File: config.mk
export PLATFORM = sky130hd
export DESIGN_NAME = accel_desc_window
export DESIGN_NICKNAME = d
export VERILOG_FILES = /design/src/rtl/accel_desc_pkg.sv /design/src/rtl/accel_cfg_regs.sv /design/src/rtl/accel_desc_rom.sv /design/src/rtl/accel_fetch_seq.sv /design/src/rtl/accel_desc_window.sv
export SDC_FILE = /design/constraint.sdc
export NUM_CORES = 1
export LEC_CHECK = 0
export BUFFER_PORTS_ARGS = -buffer_cell sky130_fd_sc_hd__clkbuf_2
export CAP_MARGIN = 0
export CORE_ASPECT_RATIO = 2
export CORE_MARGIN = 4
export CORE_UTILIZATION = 40
export CTS_CLUSTER_SIZE = 25
export DETAILED_ROUTE_END_ITERATION = 16
export PLACE_DENSITY = 0.69
export SETUP_SLACK_MARGIN = 0.1
export SYNTH_ARGS = -nofsm -noshare
export SYNTH_HDL_FRONTEND = slang
export SYNTH_HIERARCHICAL = 1
export SYNTH_SLANG_ARGS = --single-unit
File: constraint.sdc
create_clock -name clk -period 5 [get_ports clk]
set_input_delay 0.75 -clock clk [delete_from_list [all_inputs] [get_ports clk]]
set_output_delay 0.75 -clock clk [all_outputs]
set_load 0.02 [all_outputs]
File: src/rtl/accel_desc_pkg.sv
package accel_desc_pkg;

  localparam int WORD_W = 32;
  localparam int OFF_W  = 31;

  typedef enum logic [1:0] {
    REG_INDEX  = 2'd0,
    REG_OFFSET = 2'd1,
    REG_DATA   = 2'd2,
    REG_SPARE  = 2'd3
  } cfg_reg_e;

  localparam logic [15:0] TLEN_SHORT = 16'h0058;
  localparam logic [15:0] TLEN_LONG  = 16'h0060;

  localparam logic [OFF_W-1:0] OFFS_VERSION  = 31'h00;
  localparam logic [OFF_W-1:0] OFFS_NAME     = 31'h04;
  localparam logic [OFF_W-1:0] OFFS_NAME_END = 31'h1C;
  localparam logic [OFF_W-1:0] OFFS_MEMLOG   = 31'h3C;

  localparam logic [7:0] FILL_TAG = 8'hD0;

endpackage

File: src/rtl/accel_cfg_regs.sv
module accel_cfg_regs
  import accel_desc_pkg::*;
#(
  parameter int IDX_W = 6
) (
  input  logic              clk,
  input  logic              rst_n,
  input  logic              cfg_wr,
  input  logic              cfg_rd,
  input  logic [1:0]        cfg_addr,
  input  logic [3:0]        cfg_be,
  input  logic [WORD_W-1:0] cfg_wdata,
  input  logic              fetch_valid,
  input  logic [WORD_W-1:0] fetch_data,
  output logic [IDX_W-1:0]  idx_q,
  output logic [OFF_W-1:0]  off_next,
  output logic              off_start,
  output logic [WORD_W-1:0] cfg_rdata
);

  logic [OFF_W-1:0]  off_q;
  logic [IDX_W-1:0]  idx_d;
  logic              idx_en;
  logic [WORD_W-1:0] lane_mask;

  // write decode
  always_comb begin
    off_start = cfg_wr && (cfg_reg_e'(cfg_addr) == REG_OFFSET) && (|cfg_be);
    idx_en    = cfg_wr && (cfg_reg_e'(cfg_addr) == REG_INDEX) && cfg_be[0];
    idx_d     = cfg_wdata[IDX_W-1:0];
  end

  // byte-lane merge; the status position is dropped by the narrowing cast
  always_comb begin
    for (int b = 0; b < 4; b++) begin
      lane_mask[8*b +: 8] = {8{cfg_be[b]}};
    end
    if (off_start) begin
      off_next = OFF_W'(({1'b0, off_q} & ~lane_mask) | (cfg_wdata & lane_mask));
    end else begin
      off_next = off_q;
    end
  end

  always_ff @(posedge clk or negedge rst_n) begin
    if (!rst_n) begin
      idx_q <= '0;
    end else if (idx_en) begin
      idx_q <= idx_d;
    end
  end

  always_ff @(posedge clk or negedge rst_n) begin
    if (!rst_n) begin
      off_q <= '0;
    end else if (off_start) begin
      off_q <= off_next;
    end
  end

  // read mux
  always_comb begin
    cfg_rdata = '0;
    if (cfg_rd) begin
      case (cfg_reg_e'(cfg_addr))
        REG_INDEX:  cfg_rdata = WORD_W'(idx_q);
        REG_OFFSET: cfg_rdata = {fetch_valid, off_q};
        REG_DATA:   cfg_rdata = fetch_data;
        default:    cfg_rdata = '0;
      endcase
    end
  end

endmodule

File: src/rtl/accel_desc_rom.sv
module accel_desc_rom
  import accel_desc_pkg::*;
#(
  parameter int                 NUM_SLOTS = 64,
  parameter logic [NUM_SLOTS-1:0] POP_MASK = NUM_SLOTS'(64'h0B),
  localparam int                IDX_W     = $clog2(NUM_SLOTS)
) (
  input  logic [IDX_W-1:0]  slot,
  input  logic [OFF_W-1:0]  offset,
  output logic [WORD_W-1:0] word
);

  logic        populated;
  logic [15:0] tlen;
  logic [7:0]  slot8;
  logic [7:0]  name_hi;
  logic [7:0]  mem_log;
  logic        in_window;
  logic [WORD_W-1:0] sel;

  always_comb begin
    populated = POP_MASK[slot];
    slot8     = 8'(slot);
    tlen      = populated ? (slot[0] ? TLEN_LONG : TLEN_SHORT) : 16'h0;
    name_hi   = 8'(8'h41 + slot8);
    mem_log   = (slot8 == 8'h0) ? 8'h0 : 8'(8'd20 + slot8);
    in_window = populated && (offset[1:0] == 2'b00) && (offset < OFF_W'(tlen));

    if (offset == OFFS_VERSION) begin
      sel = {tlen, 8'h01, 7'b0, slot[0]};
    end else if (offset == OFFS_NAME) begin
      sel = {name_hi, 8'h63, 8'h63, 8'h61};
    end else if (offset < OFFS_NAME_END) begin
      sel = '0;
    end else if (offset == OFFS_MEMLOG) begin
      sel = {24'h0, mem_log};
    end else begin
      sel = {FILL_TAG, slot8, offset[15:0]};
    end

    word = in_window ? sel : '0;
  end

endmodule

File: src/rtl/accel_fetch_seq.sv
module accel_fetch_seq
  import accel_desc_pkg::*;
#(
  parameter int  LATENCY = 4,
  parameter int  IDX_W   = 6,
  localparam int CNT_W   = $clog2(LATENCY + 1)
) (
  input  logic              clk,
  input  logic              rst_n,
  input  logic              start,
  input  logic [IDX_W-1:0]  idx_in,
  input  logic [OFF_W-1:0]  off_in,
  input  logic [WORD_W-1:0] rom_word,
  output logic [IDX_W-1:0]  req_idx,
  output logic [OFF_W-1:0]  req_off,
  output logic [CNT_W-1:0]  cnt,
  output logic              valid,
  output logic [WORD_W-1:0] data
);

  logic [CNT_W-1:0]  cnt_d;
  logic              valid_d;
  logic [WORD_W-1:0] data_d;
  logic              state_en;

  always_comb begin
    cnt_d    = cnt;
    valid_d  = valid;
    data_d   = data;
    state_en = 1'b0;
    if (start) begin
      cnt_d    = CNT_W'(LATENCY);
      valid_d  = 1'b0;
      data_d   = '0;
      state_en = 1'b1;
    end else if (cnt != '0) begin
      cnt_d    = cnt - 1'b1;
      state_en = 1'b1;
      if (cnt == CNT_W'(1)) begin
        valid_d = 1'b1;
        data_d  = rom_word;
      end
    end
  end

  always_ff @(posedge clk or negedge rst_n) begin
    if (!rst_n) begin
      cnt   <= '0;
      valid <= 1'b0;
      data  <= '0;
    end else if (state_en) begin
      cnt   <= cnt_d;
      valid <= valid_d;
      data  <= data_d;
    end
  end

  always_ff @(posedge clk or negedge rst_n) begin
    if (!rst_n) begin
      req_idx <= '0;
      req_off <= '0;
    end else if (start) begin
      req_idx <= idx_in;
      req_off <= off_in;
    end
  end

endmodule

File: src/rtl/accel_desc_window.sv
module accel_desc_window
  import accel_desc_pkg::*;
#(
  parameter int                   NUM_SLOTS = 64,
  parameter int                   LATENCY   = 4,
  parameter logic [NUM_SLOTS-1:0] POP_MASK  = NUM_SLOTS'(64'h0B)
) (
  input  logic        clk,
  input  logic        rst_n,
  input  logic        cfg_wr,
  input  logic        cfg_rd,
  input  logic [1:0]  cfg_addr,
  input  logic [3:0]  cfg_be,
  input  logic [31:0] cfg_wdata,
  output logic [31:0] cfg_rdata
);

  localparam int IDX_W = $clog2(NUM_SLOTS);
  localparam int CNT_W = $clog2(LATENCY + 1);

  logic [1:0]        rst_pipe;
  logic              rst_sync_n;
  logic [IDX_W-1:0]  idx_q;
  logic [OFF_W-1:0]  off_next;
  logic              off_start;
  logic [IDX_W-1:0]  req_idx;
  logic [OFF_W-1:0]  req_off;
  logic [WORD_W-1:0] rom_word;
  logic [CNT_W-1:0]  fetch_cnt;
  logic              fetch_valid;
  logic [WORD_W-1:0] fetch_data;

  always_ff @(posedge clk or negedge rst_n) begin
    if (!rst_n) begin
      rst_pipe <= 2'b00;
    end else begin
      rst_pipe <= {rst_pipe[0], 1'b1};
    end
  end
  assign rst_sync_n = rst_pipe[1];

  accel_cfg_regs #(.IDX_W(IDX_W)) u_regs (
    .clk        (clk),
    .rst_n      (rst_sync_n),
    .cfg_wr     (cfg_wr),
    .cfg_rd     (cfg_rd),
    .cfg_addr   (cfg_addr),
    .cfg_be     (cfg_be),
    .cfg_wdata  (cfg_wdata),
    .fetch_valid(fetch_valid),
    .fetch_data (fetch_data),
    .idx_q      (idx_q),
    .off_next   (off_next),
    .off_start  (off_start),
    .cfg_rdata  (cfg_rdata)
  );

  accel_fetch_seq #(.LATENCY(LATENCY), .IDX_W(IDX_W)) u_fetch (
    .clk     (clk),
    .rst_n   (rst_sync_n),
    .start   (off_start),
    .idx_in  (idx_q),
    .off_in  (off_next),
    .rom_word(rom_word),
    .req_idx (req_idx),
    .req_off (req_off),
    .cnt     (fetch_cnt),
    .valid   (fetch_valid),
    .data    (fetch_data)
  );

  accel_desc_rom #(.NUM_SLOTS(NUM_SLOTS), .POP_MASK(POP_MASK)) u_rom (
    .slot  (req_idx),
    .offset(req_off),
    .word  (rom_word)
  );

endmodule

# Word level (Yosys, flattened, before mapping)
# Memories as Yosys holds them, arrays and structs flattened.
# Cells that the tools add are included.
# totals
latchBits	0
output_inout_bits	32
in_bits	42
mem_bits_rw	0
elab_cells	60
n_memories	1
mem_bits_ro	64
register_bits	81
# classes
shifts	0
reduce_logical	16
div_mod_pow	0
mul	0
n_bitwise	4
mux	21
eq_ne	5
order_cmp	3
n_addsub	3
# memory_table
memory	depth	width	rd	rd_ports_with_merged_regs	wr	line	text
(name not given)	64	1	1	0	0	accel_desc_rom.sv:22	populated = POP_MASK[slot];
# op_table
op	count
$mux W32	9
$pmux W32 S3	1
$and A31 B31 Y31	2
$eq A31 B3 Y1 const B	1
$eq A31 B6 Y1 const B	1
$logic_not A31 Y1	1
$lt A31 B16 Y1	1
$lt A31 B5 Y1 const B	1
$not A31 Y31	1
$or A31 B31 Y31	1
$mux W16	1
$add A7 B6 Y8 const A	1
$mux W8	1
$add A5 B6 Y7 const A	1
$lt A6 B7 Y1 const B	1
$logic_and A1 B1 Y1	6
$logic_not A6 Y1	1
$mux W1	6
$mux W3	2
$mux W6	1
$logic_not A2 Y1	2
$reduce_bool A2 Y1	2
$reduce_or A4 Y1	1
$eq A3 B1 Y1 const B	1
6 further kinds	6

# Depth between registers and ports, before layout
# depth
word_depth	10
ltp_mapped	14
ltp_nobuf	13

# Modules after synthesis
# The synthesis kept the hierarchy.
# modules_own_cells
module	area_per_inst_um2	n_inst	seq_area_each_um2	cells_per_inst
accel_fetch_seq	2874.0	1	1826.8	238
accel_cfg_regs	2401.1	1	925.9	209
accel_desc_rom	763.2	1	0.0	119
accel_desc_window	53.8	1	50.0	3

# Least setup slack after synthesis
# OpenSTA, ideal clock, no wires.
# synth_timing
path_type	register to register
start	register u_fetch.req_idx[0]
end	register u_fetch.data[2]
path_slack_ns	2.025
required_time_ns	4.922
period_less_slack_ns	2.975
setup_time_ns	0.078
n_path_buf	1
stages_incl_launch_ff	15
arrival_ns	2.897
path_cell_list	dfrtp_1 -> inv_1 -> ha_1 -> nor4_1 -> and2_1 -> nand2_1 -> ha_1 -> o211ai_1 -> a21oi_1 -> or4_1 -> buf_2 -> nor2_1 -> o211a_1 -> nand2_1 -> a21oi_1
# synth_between
elab_chain_cells	10
word_cells_on_any_way	18
cone_classes	add/sub (1); order compare (1); mux (12); reduce/logical (3); memory (1)
# synth_lines
item	line	text
start, declared	accel_fetch_seq.sv:14	output logic [IDX_W-1:0] req_idx,
start signal, assigned	accel_fetch_seq.sv:63	req_idx <= idx_in;
parallel branches: the longest is 6 deep, another holds $lt A31 B16 Y1	n/a	
$mux W32 *	accel_desc_rom.sv:41	word = in_window ? sel : '0;
via rom_word[2]	accel_desc_window.sv:28	logic [WORD_W-1:0] rom_word;
$mux W32 *	accel_fetch_seq.sv:39	if (cnt == CNT_W'(1)) begin
$mux W32 *	accel_fetch_seq.sv:36	end else if (cnt != '0) begin
$mux W32 *	accel_fetch_seq.sv:31	if (start) begin
end signal, assigned	accel_fetch_seq.sv:54	data <= data_d;
end, declared	accel_fetch_seq.sv:18	output logic [WORD_W-1:0] data
# Mark *: on every way through the listed nets, which the timed path passes. The select of a mux whose other input is x is not followed.
# A chain may end at the register's enable or synchronous reset.

# Final worst setup path
# layout_timing
start	register u_fetch.req_idx[0]
end	register u_fetch.data[6]
# Same word-level chain as after synthesis.

==> results.txt <==
----------------------------------------------------
[Detailed routing]
  Post-detailed-routing wire length ... ~14 mm
  Avg Vias per Cell ... about 5.3
  Post-route DRC violation count ... 0
  Vias post-DR ... 4373
  Detail Route Antenna Nets ... 0
  Routed length per instance ... about 18 um
  Number of DRC markers after the initial detailed-route iteration ... 169
  Detailed Routing Iterations Pass 1 ... 5

[Final layout]
  Final antenna diode count ... 0
  Layout cells sized above 1 ... 0.3413
  Nets@finish ... about 670
  Count of non-filler cells in the finished layout ... ~820
  Layout fillers ... between 1000 and 1500
  Layout overhead on the synthesized area ... 11.23%

[Clock network]
  TritonCTS clock tree ... yes
  Post-CTS Resized ... 0
  TritonCTS Sinks ... about 110
  H-tree Lvls ... 3
  Clock insertion delay at the later pin of the skew report ... roughly 350 ps
  Master cell of the clock root buffer ... sky130_fd_sc_hd__clkbuf_16
  Clock-pin slew of the registers on the worst-case setup and hold paths ... 80 ps
  Post-CTS repair timing setup buffer count ... 0
  Maximum buffer depth of the clock tree ... 2
  Hold buffer count at cts ... 0
  CTS buffer count ... 9

[Pwr]
  Power Density ... slightly above 400 nW/um^2
  Combinational share of power ... 0.252
  Internal Power ... 1.810 mW
  PnR Total Power ... 2.731 mW
  Net switching power ... 0.9213 mW
  Share of power burned in the clock network ... 0.255
  Switching Fraction ... 0.3373
  Share of total power in sequential cells ... 0.493
  Leakage Power ... slightly below 3 nW
  Peak supply drop ... approximately 0.2 mV

[Worst setup path]
  Worst setup EP type ... register
  Crit Path Class ... reg -> reg
  Maximum net fanout on the critical path ... 19
  Critical Path RT ... 5270 ps
  Kind of start point of the critical path ... register
  Worst endpoint data arrival time ... 4080 ps

[Floorplan]
  Starting density of the core ... 0.4089
  Die Y-Extent ... between 150 and 200 um
  IO Pins ... between 70 and 80
  Cell row count ... 63
  Die width ... 95.27 um
  Core region area ... between 10000 and 15000 um^2
  Die Area ... 17390 um^2

[Placed design]
  Placed instance count ... between 800 and 900
  Count of buffers from port buffering ... around 70
  Gpl congestion ... 0.8932
  Detail Placement HPWL ... 10.81 mm

[Synthesis]
  Sequential cell area fraction in the yosys report ... 0.4601
  Async set or reset register ratio after synthesis ... 1.000
  Syn_area_per_cell ... 10.71 um^2
  Cell variety after synth ... 46
  Synthesized area ... 6092 um^2
  Post-Synthesis Cells ... between 500 and 600
  Number of enable-type register cells in the synthesized netlist ... 0
  Post-synth top flop ... sky130_fd_sc_hd__dfrtp_1
  Yosys warnings ... 6
  Flip-flop and latch count after synthesis ... around 110

[Global route]
  Number of antenna violations at the first check in global routing ... 0
  Global-route wire length before repair ... about 23 mm
  GR Overflow Total ... 0
  Pin count of the biggest net entering global routing ... 63
  Number of global-route vias before repair ... 4588
  Tot GR Track Use ... 0.1742

[STA]
  Final hold violations ... 0
  Unrepaired setup endpoints after global routing ... no
  Highest attainable clock frequency ... 262.6 MHz
  Fin crit period ... between 3000 and 4000 ps
  Worst-Margin Slew ... ~1300 ps
  Number of setup violations in the final report ... 0
  Count of final max-slew check failures ... 0
  Worst-case clock skew ... ~10 ps
  Worst max-slew margin expressed relative to the limit ... 0.1535
  Total Neg Setup Slack ... 0 ps
  Period Utilization, post-route ... 0.7615

[Flow run]
  Max Cap Violations ... 0

[Worst hold path]
  Type of the most critical hold path ... in -> async

[Status]
  Result of the run ... finished clean

----------------------------------------------------
==> flip-flops by register name, summed over array words and instances (netlist names) <==
| name | cells |
|---|---|
| u_fetch/data | 32 |
| u_fetch/req_off | 31 |
| u_regs/off_q | 31 |
| u_fetch/req_idx | 6 |
| u_regs/idx_q | 6 |
| u_fetch/cnt | 3 |
| rst_pipe | 2 |
| u_fetch/valid | 1 |
==> critical path, stage by stage (launching register included) <==
cell and delay, ps:
sky130_fd_sc_hd__dfrtp_1 540, sky130_fd_sc_hd__inv_1 190, sky130_fd_sc_hd__ha_1 260, sky130_fd_sc_hd__nor4_1 290
sky130_fd_sc_hd__and2_1 300, sky130_fd_sc_hd__nand2_1 80, sky130_fd_sc_hd__ha_1 270, sky130_fd_sc_hd__o211ai_1 190
sky130_fd_sc_hd__a21oi_1 50, sky130_fd_sc_hd__or4_1 800, sky130_fd_sc_hd__a21oi_1 320, sky130_fd_sc_hd__o31a_1 240
sky130_fd_sc_hd__nand2_1 60, sky130_fd_sc_hd__a21oi_1 130
==> final cells by class <==
type | count | area [um^2] | area share
Multi-Input combinational cell | 409 | 3005 | 0.4435
Timing Repair Buffer | 77 | 397.9 | 0.05871
Inverter | 10 | 37.54 | 0.005539
Clock inverter | 7 | 60.06 | 0.008863
Sequential cell | 112 | 2806 | 0.4141
Tap cell | 195 | 244.0 | 0.03600
Clock buffer | 9 | 225.2 | 0.03323
==> metrics by stage <==
step | utilization | setup WS, ps | hold slack (ps) | instance area [um^2]
2_1_floorplan | - | 1649 | 331.2 | 6122
3_3_place_gp | 0.4357 | 1264 | 337.9 | 6491
3_5_place_dp | 0.4357 | 1203 | 346.4 | 6491
4_1_cts | 0.4549 | 1213 | 158.5 | 6777
5_1_grt | 0.4549 | 861.6 | 156.9 | 6777
6_report | 0.4549 | 1192 | 169.6 | 6777
==> layer usage <==
| metal | track usage | vias up | wire length, um |
|---|---|---|---|
| met5 | 0 | - | 0 |
| met4 | 0.1041 | 0 | 608 |
| met3 | 0.02764 | 29 | 497 |
| met2 | 0.3134 | 106 | 8179 |
| met1 | 0.1841 | 2153 | 5214 |
| li1 | - | 2085 | - |
==> logic make-up after synthesis <==
group,Yosys count,synth area share
AOI/OAI and AO/OA,97,0.09858
xor gates and xnor gates,4,0.005752
adders and majority gates,11,0.02259
buffers and inverters,56,0.05422
DFF,112,0.4601
muxes,111,0.2039
other,2,0.001233
and+or+nand+nor,176,0.1536
==> power groups by stage <==
stage	logic [mW]	registers, mW	clock network, mW
final	0.689	1.35	0.696
after detailed placement	0.691	1.37	0
after floorplan	0.581	1.26	0
after CTS	0.696	1.35	0.719
after global placement	0.664	1.35	0
after global routing	0.771	1.38	0.751
==> layout by cell type (no fill, tap or decap), types with 2 or more instances in the layout <==
master,netlist,layout
sky130_fd_sc_hd__dfrtp_1,112,111
sky130_fd_sc_hd__mux2_2,105,105
sky130_fd_sc_hd__nand2_1,76,76
sky130_fd_sc_hd__clkbuf_2,0,72
sky130_fd_sc_hd__a21oi_1,45,45
sky130_fd_sc_hd__a22oi_1,27,27
sky130_fd_sc_hd__nor2b_1,28,27
sky130_fd_sc_hd__nor2_1,14,13
sky130_fd_sc_hd__o21ai_0,11,11
sky130_fd_sc_hd__ha_1,11,11
sky130_fd_sc_hd__conb_1,2,10
sky130_fd_sc_hd__inv_1,10,10
sky130_fd_sc_hd__nor3_1,10,10
sky130_fd_sc_hd__clkbuf_16,0,9
sky130_fd_sc_hd__nor4_1,7,7
sky130_fd_sc_hd__nand3b_1,7,7
sky130_fd_sc_hd__and2_1,7,7
sky130_fd_sc_hd__mux2i_1,6,6
sky130_fd_sc_hd__inv_6,0,5
sky130_fd_sc_hd__buf_4,11,5
sky130_fd_sc_hd__nand4_1,5,5
sky130_fd_sc_hd__a31oi_1,4,4
sky130_fd_sc_hd__nand2b_1,3,3
sky130_fd_sc_hd__xnor2_1,3,3
sky130_fd_sc_hd__nor4_2,3,3
sky130_fd_sc_hd__o211a_1,3,3
sky130_fd_sc_hd__nand3_1,2,2
sky130_fd_sc_hd__nand3_2,2,2
sky130_fd_sc_hd__or4_1,2,2
sky130_fd_sc_hd__or3_1,2,2
==> cell usage after synthesis (4+ instances only) <==
| library cell | instances | area, um^2 |
|---|---|---|
| sky130_fd_sc_hd__a21oi_1 | 45 | 225.2 |
| sky130_fd_sc_hd__a22oi_1 | 27 | 202.7 |
| sky130_fd_sc_hd__a31oi_1 | 4 | 25.02 |
| sky130_fd_sc_hd__and2_1 | 7 | 43.79 |
| sky130_fd_sc_hd__buf_2 | 15 | 75.07 |
| sky130_fd_sc_hd__buf_4 | 11 | 82.58 |
| sky130_fd_sc_hd__buf_6 | 8 | 90.09 |
| sky130_fd_sc_hd__clkbuf_1 | 12 | 45.04 |
| sky130_fd_sc_hd__dfrtp_1 | 112 | 2803 |
| sky130_fd_sc_hd__ha_1 | 11 | 137.6 |
| sky130_fd_sc_hd__inv_1 | 10 | 37.54 |
| sky130_fd_sc_hd__mux2_2 | 105 | 1182 |
| sky130_fd_sc_hd__mux2i_1 | 6 | 60.06 |
| sky130_fd_sc_hd__nand2_1 | 76 | 285.3 |
| sky130_fd_sc_hd__nand3b_1 | 7 | 52.55 |
| sky130_fd_sc_hd__nand4_1 | 5 | 31.28 |
| sky130_fd_sc_hd__nor2_1 | 14 | 52.55 |
| sky130_fd_sc_hd__nor2b_1 | 28 | 175.2 |
| sky130_fd_sc_hd__nor3_1 | 10 | 50.05 |
| sky130_fd_sc_hd__nor4_1 | 7 | 43.79 |
| sky130_fd_sc_hd__o21ai_0 | 11 | 55.05 |
==> path summary, 6_finish.rpt <==
check / depth (start not counted) / start / slack, ps / endpoint
setup / recovery: 13 / u_fetch/req_idx[0] / 1190 / u_fetch/data[6]
hold / removal: 1 / rst_n / 170 / rst_pipe[1]
setup reg to reg: 13 / u_fetch/req_idx[0] / 1190 / u_fetch/data[6]
hold reg to reg: 0 / rst_pipe[0] / 360 / rst_pipe[1]
max in group asynchronous: 1 / rst_pipe[1] / 3440 / u_fetch/req_off[11]
min in group clk: 0 / rst_pipe[0] / 360 / rst_pipe[1]
(Power assumes the default switching activity.)
